===== config.mk =====
export PLATFORM = sky130hd
export DESIGN_NAME = flex_cell
export DESIGN_NICKNAME = d
export VERILOG_FILES = /design/src/rtl/flex_cell_pkg.sv /design/src/rtl/flex_cfg_chain.sv /design/src/rtl/flex_lut_core.sv /design/src/rtl/flex_reg_pair.sv /design/src/rtl/flex_cell.sv
export SDC_FILE = /design/constraint.sdc
export NUM_CORES = 1
export LEC_CHECK = 0
export CAP_MARGIN = 20
export CORE_MARGIN = 4
export CORE_UTILIZATION = 35
export CTS_CLUSTER_SIZE = 28
export DETAILED_ROUTE_END_ITERATION = 16
export GPL_TIMING_DRIVEN = 1
export PLACE_DENSITY_LB_ADDON = 0.3
export SYNTH_ARGS = -nofsm -noshare
export SYNTH_HDL_FRONTEND = slang
export SYNTH_HIERARCHICAL = 1
export SYNTH_SLANG_ARGS = --single-unit

===== constraint.sdc =====
create_clock -name clk -period 5.2 [get_ports clk]
set_input_delay 0.78 -clock clk [delete_from_list [all_inputs] [get_ports clk]]
set_output_delay 0.78 -clock clk [all_outputs]
set_load 0.05 [all_outputs]

===== src/rtl/flex_cell_pkg.sv =====
package flex_cell_pkg;
    localparam int DIN_W  = 8;
    localparam int TBL_W  = 64;
    localparam int NOUT   = 2;
    localparam int MODE_W = 2;
    localparam int CFG_W  = TBL_W + NOUT + MODE_W;
    localparam int HALF_W = TBL_W / 2;
    localparam int QTR_W  = TBL_W / 4;
    localparam int NQTR   = 4;
    localparam int NADD   = 2;

    typedef enum logic [MODE_W-1:0] {
        MODE_L6    = 2'd0,
        MODE_L7    = 2'd1,
        MODE_SPLIT = 2'd2,
        MODE_ARITH = 2'd3
    } cell_mode_e;

    typedef struct packed {
        cell_mode_e        mode;
        logic [NOUT-1:0]   rsel;
        logic [TBL_W-1:0]  tbl;
    } cell_cfg_t;
endpackage


===== src/rtl/flex_cfg_chain.sv =====
module flex_cfg_chain #(
    parameter int WIDTH = 68
) (
    input  logic             clk,
    input  logic             rst_n,
    input  logic             shift_en,
    input  logic             shift_in,
    output logic [WIDTH-1:0] word,
    output logic             shift_out
);
    typedef struct packed {
        logic [WIDTH-1:0] bits;
    } chain_t;

    chain_t st_d, st_q;

    always_comb begin
        st_d = st_q;
        if (shift_en) begin
            st_d.bits = {st_q.bits[WIDTH-2:0], shift_in};
        end
    end

    always_ff @(posedge clk) begin
        if (!rst_n) begin
            st_q <= '0;
        end else begin
            st_q <= st_d;
        end
    end

    assign word      = st_q.bits;
    assign shift_out = st_q.bits[WIDTH-1];
endmodule


===== src/rtl/flex_lut_core.sv =====
module flex_lut_core
    import flex_cell_pkg::*;
(
    input  cell_mode_e              mode,
    input  logic [TBL_W-1:0]        tbl,
    input  logic [DIN_W-1:0]        din,
    input  logic                    carry_in,
    output logic [NOUT-1:0]         comb,
    output logic                    carry_out
);
    logic [NQTR-1:0]  qv;
    logic [NADD:0]    cy;
    logic [NADD-1:0]  sum;
    logic [4:0]       hi_idx;
    logic             lo_bit, hi_bit, full_bit;

    // quarter tables: lower pair indexed by din[3:0], upper pair by din[7:4]
    for (genvar g = 0; g < NQTR; g++) begin : g_qtr
        logic [QTR_W-1:0] slice;
        logic [3:0]       idx;
        assign slice = tbl[g*QTR_W +: QTR_W];
        if (g < NQTR/2) begin : g_lo
            assign idx = din[3:0];
        end else begin : g_hi
            assign idx = din[7:4];
        end
        assign qv[g] = slice[idx];
    end

    // ripple adder bits
    assign cy[0] = carry_in;
    for (genvar a = 0; a < NADD; a++) begin : g_add
        logic op_a, op_b;
        assign op_a       = qv[2*a];
        assign op_b       = qv[2*a+1];
        assign sum[a]     = op_a ^ op_b ^ cy[a];
        assign cy[a+1]    = (op_a & op_b) | (cy[a] & (op_a ^ op_b));
    end

    always_comb begin
        hi_idx   = (mode == MODE_SPLIT) ? din[7:3] : din[4:0];
        lo_bit   = tbl[{1'b0, din[4:0]}];
        hi_bit   = tbl[{1'b1, hi_idx}];
        full_bit = tbl[din[5:0]];
        carry_out = 1'b0;
        unique case (mode)
            MODE_L6: begin
                comb = {NOUT{full_bit}};
            end
            MODE_L7: begin
                comb = {NOUT{din[6] ? hi_bit : lo_bit}};
            end
            MODE_SPLIT: begin
                comb = {hi_bit, lo_bit};
            end
            default: begin
                comb      = sum;
                carry_out = cy[NADD];
            end
        endcase
    end
endmodule


===== src/rtl/flex_reg_pair.sv =====
module flex_reg_pair #(
    parameter int WIDTH = 2
) (
    input  logic             clk,
    input  logic             rst_n,
    input  logic             ce,
    input  logic             sclr,
    input  logic [WIDTH-1:0] d,
    output logic [WIDTH-1:0] q
);
    typedef struct packed {
        logic [WIDTH-1:0] r;
    } regs_t;

    regs_t st_d, st_q;

    always_comb begin
        st_d = st_q;
        if (sclr) begin
            st_d.r = '0;
        end else if (ce) begin
            st_d.r = d;
        end
    end

    always_ff @(posedge clk) begin
        if (!rst_n) begin
            st_q <= '0;
        end else begin
            st_q <= st_d;
        end
    end

    assign q = st_q.r;
endmodule


===== src/rtl/flex_cell.sv =====
module flex_cell
    import flex_cell_pkg::*;
(
    input  logic             clk,
    input  logic             rst_n,
    input  logic             cfg_en,
    input  logic             cfg_in,
    output logic             cfg_out,
    input  logic [DIN_W-1:0] din,
    input  logic             carry_in,
    input  logic             ce,
    input  logic             sclr,
    output logic [NOUT-1:0]  comb_out,
    output logic [NOUT-1:0]  y_out,
    output logic             carry_out
);
    logic [CFG_W-1:0] cfg_word;
    cell_cfg_t        cfg_s;
    logic [NOUT-1:0]  reg_q_w;

    flex_cfg_chain #(.WIDTH(CFG_W)) u_chain (
        .clk       (clk),
        .rst_n     (rst_n),
        .shift_en  (cfg_en),
        .shift_in  (cfg_in),
        .word      (cfg_word),
        .shift_out (cfg_out)
    );

    assign cfg_s = cell_cfg_t'(cfg_word);

    flex_lut_core u_core (
        .mode      (cfg_s.mode),
        .tbl       (cfg_s.tbl),
        .din       (din),
        .carry_in  (carry_in),
        .comb      (comb_out),
        .carry_out (carry_out)
    );

    flex_reg_pair #(.WIDTH(NOUT)) u_regs (
        .clk   (clk),
        .rst_n (rst_n),
        .ce    (ce),
        .sclr  (sclr),
        .d     (comb_out),
        .q     (reg_q_w)
    );

    for (genvar o = 0; o < NOUT; o++) begin : g_osel
        assign y_out[o] = cfg_s.rsel[o] ? reg_q_w[o] : comb_out[o];
    end
endmodule


==> impl_metrics.py <==
metrics = {
    "setup_path": {
        "cp-end-kind": "output pin",
        "crit_top_cell": "fa_1",
        "path_delay_family": "multiplexers",
        "crit_buf_inv": 2,
        "critPathRequiredTime_ps": 4420,
        "critPathArrivalTime_ps": 4170,
        "cp_max_fo": 5,
        "crit_type": "input port to output pin",
        "critPathSlowestCell": "clkdlybuf4s50_1",
        "cp_cell_sequence": "clkdlybuf4s50_1 > mux4_2 > mux2_2 > fa_1 > fa_1 > nand2_1 > o41ai_1 > o221ai_1 > mux2_4 > buf_12",
        "cp-start-kind": "input port",
        "cpPeakStageDelay_ps": 650,
    },
    "floorplan": {
        "die_h_um": 120,
        "core_area_mm2": 0.0121,
        "start_util_pct": 36.0,
        "die_area_mm2": 0.0143,
        "die_w_um": 120,
        "rows": 40,
        "num_io_pins": 21,
    },
    "global_route": {
        "overflow": 0,
        "grt_pass1_wl_um": 15900,
        "grt_use_total_pct": 13.8,
        "antenna_found_initial": 0,
        "grt_max_degree": 69,
        "grt_pass1_vias": 3041,
    },
    "drt": {
        "routed_via_density": 5.17,
        "post-route-drc-count": 0,
        "wl_um": 9220,
        "wire_per_inst_um": 15.9,
        "ant_nets": 0,
        "drt-initial-drc-count": 153,
        "num_vias": 2992,
        "drt_pass1_iterations": 4,
    },
    "timing": {
        "setup_viol": 0,
        "tns_ps": 0,
        "max_slew_margin_pct": 41.6,
        "fmax_mhz": 202,
        "rsz0062_at_grt": "no",
        "post-route-period-util_pct": 95.2,
        "finClkSkew_ps": 4.35,
        "finalWorstSetupSlack_ps": 250,
        "slew_violations": 0,
        "worstMarginPinSlew_ps": 874,
        "hold_violations": 0,
        "period_minus_slack_ps": 4950,
    },
    "cts": {
        "htree_levels": 3,
        "clock-sinks": 70,
        "clock_latency_ps": 330,
        "cts_buffer_depth": 2,
        "cts_tree": "yes",
        "cts-resized-gates": 0,
        "post_cts_buffers": 0,
        "cts_hold_buffers": 0,
        "clk_pin_slew_ps": 50,
        "cts_root_buf": "clkbuf_16",
        "numCtsBuffers": 9,
    },
    "layout": {
        "antenna_cells": 0,
        "nets": 423,
        "drive_gt1_share_pct": 15.3,
        "syn_to_final_growth_pct": 12.8,
    },
    "place": {
        "hpwl_um": 6440,
        "gp_congestion": 0.834,
        "place_ws_ps": 221,
        "io_buffers": 20,
    },
    "outcome": {
        "status": "completed",
    },
    "min_path": {
        "holdCritPathClass": "register to register",
    },
    "pwr": {
        "vdd.ir_drop.worst_uv": 211,
        "power_per_cell_area_mw_per_mm2": 271,
        "power.leakage_uw": 0.00182,
    },
    "logic_synthesis": {
        "synthCells": 400,
        "synthesis.nets": 417,
        "yosys.cell_types.count": 55,
        "async_reset_ff_share_pct": 0,
        "syn-cell-area_mm2": 0.00435,
        "synth-seq-area-share_pct": 32.2,
        "synth_edf_count": 0,
        "yosys_warnings": 6,
        "synth-seq-cells": 70,
        "synth_flop_cell": "dfxtp_1",
        "syn_area_per_cell_um2": 10.9,
    },
    "run": {
        "maxCapViolCount": 0,
    },
}
[layout make-up]
| cell class | count | area [um2] |
|---|---|---|
| Fill cell | 1194 | 7200 |
| Multi-Input combinational cell | 287 | 2630 |
| Sequential cell | 70 | 1400 |
| Timing Repair Buffer | 28 | 303 |
| Clock buffer | 10 | 239 |
| Tap cell | 168 | 210 |
| Clock inverter | 6 | 93.8 |
| Inverter | 10 | 37.5 |
[worst register-to-register path: stages (launching register included)]
cell and delay (ps):
dfxtp_1 640, nor2b_1 580, mux2i_1 370, nand4b_1 180
a2111oi_1 410, a31o_1 220, o32ai_2 110, o221ai_1 390
mux2i_1 140, nor2_1 100
[metal layers]
metal	vias up	GRT usage, %	share of wire (%)
met5	-	0	0
met4	0	3.65	0.92
met3	9	3.63	3.8
met2	45	22.1	48
met1	1459	18.6	47
li1	1479	-	-
[kinds of logic after synthesis]
logic type / Yosys count / synth area share, %
simple gates: 116 / 16.6
compound gates: 46 / 8.25
flops: 70 / 32.2
buf+inv: 43 / 7.53
fa+ha+maj: 2 / 0.920
mux: 123 / 34.6
[synthesized netlist by cell type, drive strengths merged (2+ instances only)]
| cell type | count | share of area, % |
|---|---|---|
| and3b | 2 | 0.49 |
| a2111oi | 3 | 0.63 |
| buf | 19 | 4.1 |
| clkbuf | 14 | 2.6 |
| o21ai | 3 | 0.34 |
| nand4b | 3 | 0.60 |
| dfxtp | 70 | 32 |
| mux2 | 10 | 2.8 |
| o211ai | 6 | 1.0 |
| mux2i | 93 | 21 |
| nand2 | 13 | 1.1 |
| o221ai | 3 | 0.60 |
| mux4 | 20 | 10 |
| nand2b | 4 | 0.75 |
| a211oi | 6 | 1.0 |
| inv | 9 | 0.78 |
| nor2 | 7 | 0.60 |
| fa | 2 | 0.92 |
| a21oi | 7 | 0.89 |
| o22ai | 2 | 0.29 |
| nor2b | 76 | 11 |
| a31oi | 6 | 0.86 |
[flip-flops by register name (all words and copies together), names as in the netlist]
name	count
u_chain/word	68
u_regs/q	2
[through the flow]
stage / instances / hold WS, ps / area (um2) / util [%] / total power (uW)
2_1_floorplan: 400 / 461 / 4350 / - / 651
3_3_place_gp: 562 / 482 / 4560 / 37.6 / 674
3_5_place_dp: 562 / 496 / 4560 / 37.6 / 676
4_1_cts: 578 / 509 / 4890 / 40.4 / 1350
5_1_grt: 579 / 553 / 4910 / 40.5 / 1380
6_report: 579 / 505 / 4910 / 40.5 / 1330
[final timing paths]
check                                                   start                  endpoint  slack (ps)  cells past startpoint
worst max-delay path                                   din[1]                  y_out[1]         250                     10
worst min-delay path                 u_regs/q[1]$_SDFFE_PP0P_  u_regs/q[1]$_SDFFE_PP0P_         510                      2
worst max register to register  u_chain/word[67]$_SDFFE_PN0P_  u_regs/q[1]$_SDFFE_PP0P_        2000                      9
worst min register to register       u_regs/q[1]$_SDFFE_PP0P_  u_regs/q[1]$_SDFFE_PP0P_         510                      2
[cells in the final DEF, fill, tap and decap left out, types with 2 or more instances in the layout]
| cell | count |
|---|---|
| mux2i_1 | 93 |
| nor2b_1 | 76 |
| dfxtp_1 | 70 |
| mux4_2 | 20 |
| clkdlybuf4s50_1 | 13 |
| nand2_1 | 13 |
| clkbuf_16 | 9 |
| buf_4 | 9 |
| inv_1 | 9 |
| nor2_1 | 7 |
| a21oi_1 | 6 |
| a31oi_1 | 6 |
| a211oi_1 | 6 |
| o211ai_1 | 6 |
| buf_12 | 5 |
| mux2_1 | 4 |
| mux2_4 | 3 |
| o21ai_0 | 3 |
| nand2b_1 | 3 |
| o221ai_1 | 3 |
| nand4b_1 | 3 |
| mux2_2 | 3 |
| bufinv_16 | 2 |
| clkinv_4 | 2 |
| o22ai_1 | 2 |
| a2111oi_0 | 2 |
| fa_1 | 2 |
[where the power goes]
group / leakage (uW) / internal [uW] / switching, uW
sequential: 0.000564 / 538 / 0.887
clock: 0.000159 / 436 / 232
combinational: 0.00110 / 59.4 / 65.8
total: 0.00182 / 1030 / 298
No activity file was read; power rests on OpenSTA's default activity.
